## src/rtl/ra_slot_pkg.sv

```systemverilog
// Shared types and helpers for the random-access slot sequencer.
// Assumes slot lengths of at least two chips.
package ra_slot_pkg;

    // Attempt sequencing states.
    typedef enum logic [2:0] {
        ST_IDLE,
        ST_ARM,
        ST_AI_WAIT,
        ST_RETRY,
        ST_MSG
    } ra_state_e;

    // Chip offset of the uplink boundary after a downlink strobe.
    function automatic int unsigned ul_offset(input int unsigned slot, input int unsigned lead);
        return (slot - (lead % slot)) % slot;
    endfunction

    // Larger of two values.
    function automatic int unsigned max2(input int unsigned a, input int unsigned b);
        return (a > b) ? a : b;
    endfunction

endpackage

```

## src/rtl/ra_phase_track.sv

```systemverilog
// Tracks the chip phase inside the received downlink access slot and marks
// uplink slot boundaries for the captured timing mode.
// Assumes dl_slot_strobe arrives only with chip_en, every SLOT_CHIPS chips.
module ra_phase_track
    import ra_slot_pkg::*;
#(
    parameter int unsigned SLOT_CHIPS  = 5120,
    parameter int unsigned LEAD0_CHIPS = 7680,
    parameter int unsigned LEAD1_CHIPS = 12800
) (
    input  logic clk,
    input  logic rst_n,
    input  logic chip_en,
    input  logic dl_slot_strobe,
    input  logic mode_q,
    output logic ul_edge,
    output logic dl_edge
);

    localparam int unsigned PH_W = $clog2(SLOT_CHIPS);
    localparam int unsigned OFS0 = ul_offset(SLOT_CHIPS, LEAD0_CHIPS);
    localparam int unsigned OFS1 = ul_offset(SLOT_CHIPS, LEAD1_CHIPS);

    logic [PH_W-1:0] phase_q;
    logic [PH_W-1:0] cur_phase;
    logic [PH_W-1:0] ofs_sel;
    logic            synced_q;

    // Phase counter, restarted by every downlink strobe.
    always_ff @(posedge clk) begin
        if (!rst_n) begin
            phase_q  <= '0;
            synced_q <= 1'b0;
        end else if (chip_en) begin
            if (dl_slot_strobe) begin
                phase_q  <= PH_W'(1);
                synced_q <= 1'b1;
            end else if (phase_q == PH_W'(SLOT_CHIPS - 1)) begin
                phase_q <= '0;
            end else begin
                phase_q <= phase_q + PH_W'(1);
            end
        end
    end

    // Boundary decode for the current chip.
    always_comb begin
        cur_phase = dl_slot_strobe ? '0 : phase_q;
        ofs_sel   = mode_q ? PH_W'(OFS1) : PH_W'(OFS0);
        ul_edge   = chip_en && (synced_q || dl_slot_strobe) && (cur_phase == ofs_sel);
        dl_edge   = chip_en && dl_slot_strobe;
    end

    // A strobe after sync must land exactly where the phase counter wrapped.
    assert_strobe_grid_R2: assert property (@(posedge clk) disable iff (!rst_n)
        (chip_en && dl_slot_strobe && synced_q) |-> (phase_q == '0));

endmodule

```

## src/rtl/ra_chip_timer.sv

```systemverilog
// Counts chips elapsed since the latest preamble; saturates at full scale.
// Assumes restart is raised only on a chip-enabled cycle.
module ra_chip_timer #(
    parameter int unsigned CNT_W = 15
) (
    input  logic             clk,
    input  logic             rst_n,
    input  logic             chip_en,
    input  logic             restart,
    output logic [CNT_W-1:0] cnt_q
);

    // Elapsed-chip counter: 1 on the chip after a preamble, then +1 per chip.
    always_ff @(posedge clk) begin
        if (!rst_n) begin
            cnt_q <= '0;
        end else if (restart) begin
            cnt_q <= CNT_W'(1);
        end else if (chip_en && (cnt_q != '1)) begin
            cnt_q <= cnt_q + CNT_W'(1);
        end
    end

    // The count must advance by exactly one chip per enabled chip until full.
    assert_timer_step_R4: assert property (@(posedge clk) disable iff (!rst_n)
        (chip_en && !restart && (cnt_q != '1)) |=> (cnt_q == $past(cnt_q) + CNT_W'(1)));

endmodule

```

## src/rtl/ra_attempt_ctrl.sv

```systemverilog
// Sequences one access attempt: arm, preamble, indicator check, retry or
// message, and failure after the preamble limit.
// Assumes each lead time is shorter than its spacing and message delay.
module ra_attempt_ctrl
    import ra_slot_pkg::*;
#(
    parameter int unsigned CNT_W   = 15,
    parameter int unsigned PRE_W   = 4,
    parameter int unsigned LEAD0_C = 7680,
    parameter int unsigned LEAD1_C = 12800,
    parameter int unsigned GAP0_C  = 15360,
    parameter int unsigned GAP1_C  = 20480,
    parameter int unsigned MSG0_C  = 15360,
    parameter int unsigned MSG1_C  = 20480
) (
    input  logic             clk,
    input  logic             rst_n,
    input  logic             chip_en,
    input  logic             ul_edge,
    input  logic             dl_edge,
    input  logic             req,
    input  logic             mode_in,
    input  logic [PRE_W-1:0] max_in,
    input  logic             ind_valid,
    input  logic             ind_positive,
    input  logic [CNT_W-1:0] cnt_q,
    output logic             mode_q,
    output logic             pre_fire,
    output logic             msg_fire,
    output logic             fail_fire
);

    ra_state_e        state_q, state_d;
    logic [PRE_W-1:0] max_q;
    logic [PRE_W-1:0] sent_q;
    logic [CNT_W-1:0] lead_sel, gap_sel, msg_sel;
    logic             ai_due, ai_ack;

    // Per-mode chip targets.
    always_comb begin
        lead_sel = mode_q ? CNT_W'(LEAD1_C) : CNT_W'(LEAD0_C);
        gap_sel  = mode_q ? CNT_W'(GAP1_C)  : CNT_W'(GAP0_C);
        msg_sel  = mode_q ? CNT_W'(MSG1_C)  : CNT_W'(MSG0_C);
        ai_due   = chip_en && (cnt_q == lead_sel);
        ai_ack   = dl_edge && ind_valid && ind_positive;
    end

    // Next state and event decode.
    always_comb begin
        state_d   = state_q;
        pre_fire  = 1'b0;
        msg_fire  = 1'b0;
        fail_fire = 1'b0;
        unique case (state_q)
            ST_IDLE: begin
                if (req) state_d = ST_ARM;
            end
            ST_ARM: begin
                if (ul_edge) begin
                    pre_fire = 1'b1;
                    state_d  = ST_AI_WAIT;
                end
            end
            ST_AI_WAIT: begin
                if (ai_due) begin
                    if (ai_ack) begin
                        state_d = ST_MSG;
                    end else if (sent_q >= max_q) begin
                        fail_fire = 1'b1;
                        state_d   = ST_IDLE;
                    end else begin
                        state_d = ST_RETRY;
                    end
                end
            end
            ST_RETRY: begin
                if (chip_en && (cnt_q == gap_sel)) begin
                    pre_fire = 1'b1;
                    state_d  = ST_AI_WAIT;
                end
            end
            ST_MSG: begin
                if (chip_en && (cnt_q == msg_sel)) begin
                    msg_fire = 1'b1;
                    state_d  = ST_IDLE;
                end
            end
            default: state_d = ST_IDLE;
        endcase
    end

    // State, captured configuration and preamble tally.
    always_ff @(posedge clk) begin
        if (!rst_n) begin
            state_q <= ST_IDLE;
            mode_q  <= 1'b0;
            max_q   <= '0;
            sent_q  <= '0;
        end else begin
            state_q <= state_d;
            if ((state_q == ST_IDLE) && req) begin
                mode_q <= mode_in;
                max_q  <= max_in;
                sent_q <= '0;
            end else if (pre_fire) begin
                sent_q <= sent_q + PRE_W'(1);
            end
        end
    end

    // Captured mode stays fixed across a running attempt.
    assert_mode_held_R9: assert property (@(posedge clk) disable iff (!rst_n)
        ((state_q != ST_IDLE) && $past(state_q != ST_IDLE)) |-> $stable(mode_q));

    // A request during an attempt leaves the captured configuration untouched.
    assert_req_ignored_R10: assert property (@(posedge clk) disable iff (!rst_n)
        ((state_q != ST_IDLE) && req) |=> ($stable(max_q) && $stable(mode_q)));

    // Preambles sent never exceed the limit (0 counts as 1).
    assert_sent_bound_R8: assert property (@(posedge clk) disable iff (!rst_n)
        (state_q != ST_IDLE) |-> (sent_q <= ((max_q == '0) ? PRE_W'(1) : max_q)));

endmodule

```

## src/rtl/ra_slot_sequencer.sv

```systemverilog
// Top of the random-access slot sequencer: phase tracker, elapsed-chip timer
// and attempt controller, with registered one-clock output pulses.
// Assumes a steady downlink strobe grid and one-clock chip enables.
module ra_slot_sequencer
    import ra_slot_pkg::*;
#(
    parameter int unsigned SLOT_CHIPS  = 5120,
    parameter int unsigned LEAD0_CHIPS = 7680,
    parameter int unsigned LEAD1_CHIPS = 12800,
    parameter int unsigned GAP0_SLOTS  = 3,
    parameter int unsigned GAP1_SLOTS  = 4,
    parameter int unsigned MSG0_SLOTS  = 3,
    parameter int unsigned MSG1_SLOTS  = 4,
    parameter int unsigned PRE_W       = 4
) (
    input  logic             clk,
    input  logic             rst_n,
    input  logic             chip_en,
    input  logic             dl_slot_strobe,
    input  logic             timing_mode,
    input  logic [PRE_W-1:0] max_preambles,
    input  logic             access_req,
    input  logic             ind_valid,
    input  logic             ind_positive,
    output logic             preamble_start,
    output logic             message_start,
    output logic             attempt_fail
);

    localparam int unsigned GAP0_C = GAP0_SLOTS * SLOT_CHIPS;
    localparam int unsigned GAP1_C = GAP1_SLOTS * SLOT_CHIPS;
    localparam int unsigned MSG0_C = MSG0_SLOTS * SLOT_CHIPS;
    localparam int unsigned MSG1_C = MSG1_SLOTS * SLOT_CHIPS;
    localparam int unsigned SPAN   = max2(max2(max2(GAP0_C, GAP1_C), max2(MSG0_C, MSG1_C)),
                                          max2(LEAD0_CHIPS, LEAD1_CHIPS));
    localparam int unsigned CNT_W  = $clog2(SPAN + 2);

    logic             mode_q;
    logic             ul_edge, dl_edge;
    logic             pre_fire, msg_fire, fail_fire;
    logic [CNT_W-1:0] cnt_q;

    ra_phase_track #(
        .SLOT_CHIPS (SLOT_CHIPS),
        .LEAD0_CHIPS(LEAD0_CHIPS),
        .LEAD1_CHIPS(LEAD1_CHIPS)
    ) u_phase (
        .clk           (clk),
        .rst_n         (rst_n),
        .chip_en       (chip_en),
        .dl_slot_strobe(dl_slot_strobe),
        .mode_q        (mode_q),
        .ul_edge       (ul_edge),
        .dl_edge       (dl_edge)
    );

    ra_chip_timer #(
        .CNT_W(CNT_W)
    ) u_timer (
        .clk    (clk),
        .rst_n  (rst_n),
        .chip_en(chip_en),
        .restart(pre_fire),
        .cnt_q  (cnt_q)
    );

    ra_attempt_ctrl #(
        .CNT_W  (CNT_W),
        .PRE_W  (PRE_W),
        .LEAD0_C(LEAD0_CHIPS),
        .LEAD1_C(LEAD1_CHIPS),
        .GAP0_C (GAP0_C),
        .GAP1_C (GAP1_C),
        .MSG0_C (MSG0_C),
        .MSG1_C (MSG1_C)
    ) u_ctrl (
        .clk         (clk),
        .rst_n       (rst_n),
        .chip_en     (chip_en),
        .ul_edge     (ul_edge),
        .dl_edge     (dl_edge),
        .req         (access_req),
        .mode_in     (timing_mode),
        .max_in      (max_preambles),
        .ind_valid   (ind_valid),
        .ind_positive(ind_positive),
        .cnt_q       (cnt_q),
        .mode_q      (mode_q),
        .pre_fire    (pre_fire),
        .msg_fire    (msg_fire),
        .fail_fire   (fail_fire)
    );

    // Output pulse registers.
    always_ff @(posedge clk) begin
        if (!rst_n) begin
            preamble_start <= 1'b0;
            message_start  <= 1'b0;
            attempt_fail   <= 1'b0;
        end else begin
            preamble_start <= pre_fire;
            message_start  <= msg_fire;
            attempt_fail   <= fail_fire;
        end
    end

    // Every preamble, first or retry, coincides with a tracked uplink boundary.
    assert_pre_on_grid_R2: assert property (@(posedge clk) disable iff (!rst_n)
        pre_fire |-> ul_edge);

    // Output pulses are mutually exclusive.
    assert_pulse_exclusive_R12: assert property (@(posedge clk) disable iff (!rst_n)
        $onehot0({preamble_start, message_start, attempt_fail}));

    // A preamble pulse lasts one clock.
    assert_pulse_width_R12: assert property (@(posedge clk) disable iff (!rst_n)
        preamble_start |=> !preamble_start);

endmodule

```

## config.mk

```make
export PLATFORM = sky130hd
export DESIGN_NAME = ra_slot_sequencer
export DESIGN_NICKNAME = d
export VERILOG_FILES = /design/src/rtl/ra_slot_pkg.sv /design/src/rtl/ra_phase_track.sv /design/src/rtl/ra_chip_timer.sv /design/src/rtl/ra_attempt_ctrl.sv /design/src/rtl/ra_slot_sequencer.sv
export SDC_FILE = /design/constraint.sdc
export NUM_CORES = 1
export LEC_CHECK = 0
export ABC_AREA = 1
export BUFFER_PORTS_ARGS = -buffer_cell sky130_fd_sc_hd__buf_2
export CAP_MARGIN = 20
export CORE_MARGIN = 2
export CORE_UTILIZATION = 45
export CTS_CLUSTER_DIAMETER = 40
export CTS_CLUSTER_SIZE = 12
export DETAILED_ROUTE_END_ITERATION = 8
export GPL_ROUTABILITY_DRIVEN = 0
export GPL_TIMING_DRIVEN = 0
export SYNTH_ARGS = -nofsm -noshare
export SYNTH_HDL_FRONTEND = slang
export SYNTH_SLANG_ARGS = --single-unit
export TNS_END_PERCENT = 50
```

## constraint.sdc

```tcl
create_clock -name clk -period 1.76 [get_ports clk]
set_clock_uncertainty 0.15 [all_clocks]
set_input_delay 0.352 -clock clk [delete_from_list [all_inputs] [get_ports clk]]
set_output_delay 0.352 -clock clk [all_outputs]
set_load 0.01 [all_outputs]
```

==> flow_summary.ini <==
[clocking]
cts_tree = yes
htree_levels = 2
postCtsHoldBufs = 0
cts_buffer_depth = 2
cts_buffers = 5
clock-sinks = 44
clk_latency_ns = 0.31
clk_pin_slew_ns = 0.09
root_buffer = clkbuf_8

[synth]
ys_seq_area_share_pct = 35.6
yosysWarnings = 0
yosys.area_share.simple_pct = 36.3
ys.flop_type = dfxtp_1
yosysTopAreaCell = dfxtp_1
synth_cells = 356
synth_fa_ha_area_share_pct = 4.04
syn_avg_cell_area_um2 = 6.96
synth_compound_gate_area_share_pct = 9.55
yosys-top-cells-area = dfxtp_1 (36%), nand2_1 (13%), nor2_1 (8.2%)
ys_types = 36
netlist_area_um2 = 2480
synth_top_family_by_area = simple AND/OR/NAND/NOR gates
synth_top_cell_area_share_pct = 35.6
syn-num-nets = 376
synth_xor_area_share_pct = 5.61
synth_common_cells = nand2_1 (84), nor2_1 (54), dfxtp_1 (44)
synth_seq_cells = 44
synth_edf_count = 0
synth_most_common_cell = nand2_1
synth.area.mux_share_pct = 0
synthArstFlopShare_pct = 0

[critical_path]
required_ns = 1.80
regToRegSetupSlack_ns = 0.04
slowest_delay_ns = 0.35
path_cells = inv_2 > ha_4 > nand2_1 > nor2_1 > nand2_2 > nor2_4 > nand3_4 > nand3_4 > buf_8 > a21oi_1
arrival_ns = 1.76
cp_max_fo = 10
r2r-start = u_timer.cnt_q[1]
start_kind = register
cp_slowest_cell = dfxtp_2
cp-end-kind = register
reg2reg_depth = 10
r2r-end = u_timer.cnt_q[1]
cpMostUsedCell = nand3_4
criticalPathCategory = reg -> reg

[timing]
rsz0062_at_grt = true
timing.final.max_slew_violations = 0
min_period_ns = 1.72
finalCritPeriodShare_pct = 97.5
setup_viol = 0
fin_tns_setup_ns = 0
hold_violations = 0
clock.fmax_mhz = 583
slew_headroom_pct = 76.4
worstMarginPinSlew_ns = 0.353

[die]
io_pins = 15
dieArea_um2 = 6110
die_h_um = 78.2
core.rowCount = 27
start_util_pct = 45.8
die_w_um = 78.2
coreArea_um2 = 5410

[final_layout]
fillers = 555
final_layout_size_suffix_gt1_share_pct = 21.4
final_cells = 459
nNetsFinal = 406
postLayoutCellArea_um2 = 2920
syn_to_final_growth_pct = 17.9
final_core_util_pct = 54.0
diodes = 0

[drt]
wl_per_cell_um = 11.6
drt-initial-drc-count = 75
antenna_left = 0
drc_errors = 0
wirelength_um = 5330
drt_pass1_iterations = 4
num_vias = 2205
vias_per_cell = 4.80

[power]
finalPower_mw = 2.42
cellLeakagePower_nw = 1.19
power_per_cell_area_nw_per_um2 = 828
ir_drop_mv = 0.493

[min_path]
hp-class = in -> reg
holdPathStages = 3
hold_start = max_preambles[2]
min_to = u_ctrl.max_q[2]

[job]
cap_violations = 0

[global_route]
overflow = 0
grt_pass1_wl_um = 8640
grt_usage_pct = 17.5
first_global_vias = 1998
grt_antenna_before_repair = 0
grt_max_degree = 15

[placed_design]
portBuffers = 13
placed_cell_area_um2 = 2630
detailedPlacementHpwl_um = 3820
place_inst = 441

[outcome]
outcome = finished, final reports clean
[state kept, by name (all words and copies together), names as in the netlist]
register / cells
u_ctrl.mode_q: 1
u_ctrl.sent_q: 4
u_ctrl.max_q: 4
u_phase.synced_q: 1
u_ctrl.state_q: 3
attempt_fail: 1
u_phase.phase_q: 13
u_timer.cnt_q: 15
message_start: 1
preamble_start: 1
[kinds of logic (layout without fill, tap and decap cells)]
logic type	Yosys count	count (layout)
simple gates	195	195
buf+inv	51	82
flops	44	44
compound gates	43	43
xor+xnor	15	15
fa+ha+maj	8	8
[how the worst max path moves through the flow]
stage	from	to	slack [ns]	cells past startpoint
finish	u_timer.cnt_q[1]	u_timer.cnt_q[1]	0.04	10
global route	u_timer.cnt_q[9]	u_ctrl.state_q[0]	-0.07	11
CTS	u_timer.cnt_q[1]	u_timer.cnt_q[1]	0.01	10
detailed placement	u_timer.cnt_q[0]	u_timer.cnt_q[3]	-0.18	9
global placement	u_timer.cnt_q[0]	u_timer.cnt_q[14]	-0.16	9
floorplan	u_timer.cnt_q[0]	u_timer.cnt_q[4]	0.12	9
[power by group]
part / internal (mW) / switching [mW]
logic: 0.234 / 0.379
registers: 1.07 / 0.0441
clock network: 0.318 / 0.375
[repair_timing]
item | CTS | global route
setup endpoints to repair | 24 | 31
setup buffers | 2 | 7
gates cloned | 0 | 1
pin swaps | 1 | 10
gates resized for setup | 7 | 28
[per-stage QoR]
step	setup slack [ns]	hold WS [ns]
final	0.0442	0.189
after CTS	0.0144	0.179
after floorplan	0.121	0.277
after global placement	-0.160	0.294
after detailed placement	-0.179	0.302
after global routing	-0.0671	0.201
[area by class of cell]
cell class,count,area [µm²],area share [%]
multi-input cells,261,1460,49.8
plain buffers,7,68.8,2.36
flip-flops and latches,44,892,30.5
repair buffers,23,144,4.93
clock buffers,6,82.6,2.83
clock inverters,2,15.0,0.514
well taps,72,90.1,3.08
inverters,44,173,5.91
[metal layers]
| metal | GRT usage [%] | up-vias | routed length [µm] |
|---|---|---|---|
| li1 | - | 1188 | - |
| met1 | 22.2 | 998 | 2650 |
| met2 | 29.9 | 12 | 2540 |
| met3 | 3.45 | 7 | 80 |
| met4 | 5.26 | 0 | 65 |
| met5 | 0 | - | 0 |
[worst max-delay path, delay by kind of cell, from the launching register on]
kind                     cells  cell delay, ns
flip-flops                   1            0.35
adder cells (fa/ha/maj)      1            0.13
AND/OR/NAND/NOR              6            0.68
buffers and inverters        2            0.24
AO/OA/AOI/OAI                1            0.06
[cells in the final DEF, fill, tap and decap left out, types with 2 or more instances in the layout]
cell type / netlist / routed
a21oi_1: 23 / 23
a21oi_2: 3 / 3
a31oi_1: 2 / 2
buf_2: 2 / 14
buf_4: 2 / 10
buf_6: 2 / 3
buf_8: 0 / 2
clkbuf_8: 0 / 6
clkinvlp_4: 0 / 2
dfxtp_1: 44 / 39
dfxtp_2: 0 / 3
dfxtp_4: 0 / 2
ha_1: 8 / 6
inv_1: 41 / 39
inv_2: 2 / 3
nand2_1: 84 / 78
nand2_2: 5 / 9
nand2_4: 0 / 2
nand3_1: 20 / 19
nand3_4: 1 / 3
nand3b_1: 2 / 2
nor2_1: 54 / 52
nor2_2: 3 / 5
nor2_4: 3 / 3
nor3_1: 12 / 12
nor3_2: 4 / 3
o21ai_0: 11 / 11
xnor2_1: 4 / 4
xor2_1: 10 / 10
Note: power is estimated with default switching activity, not from simulation.
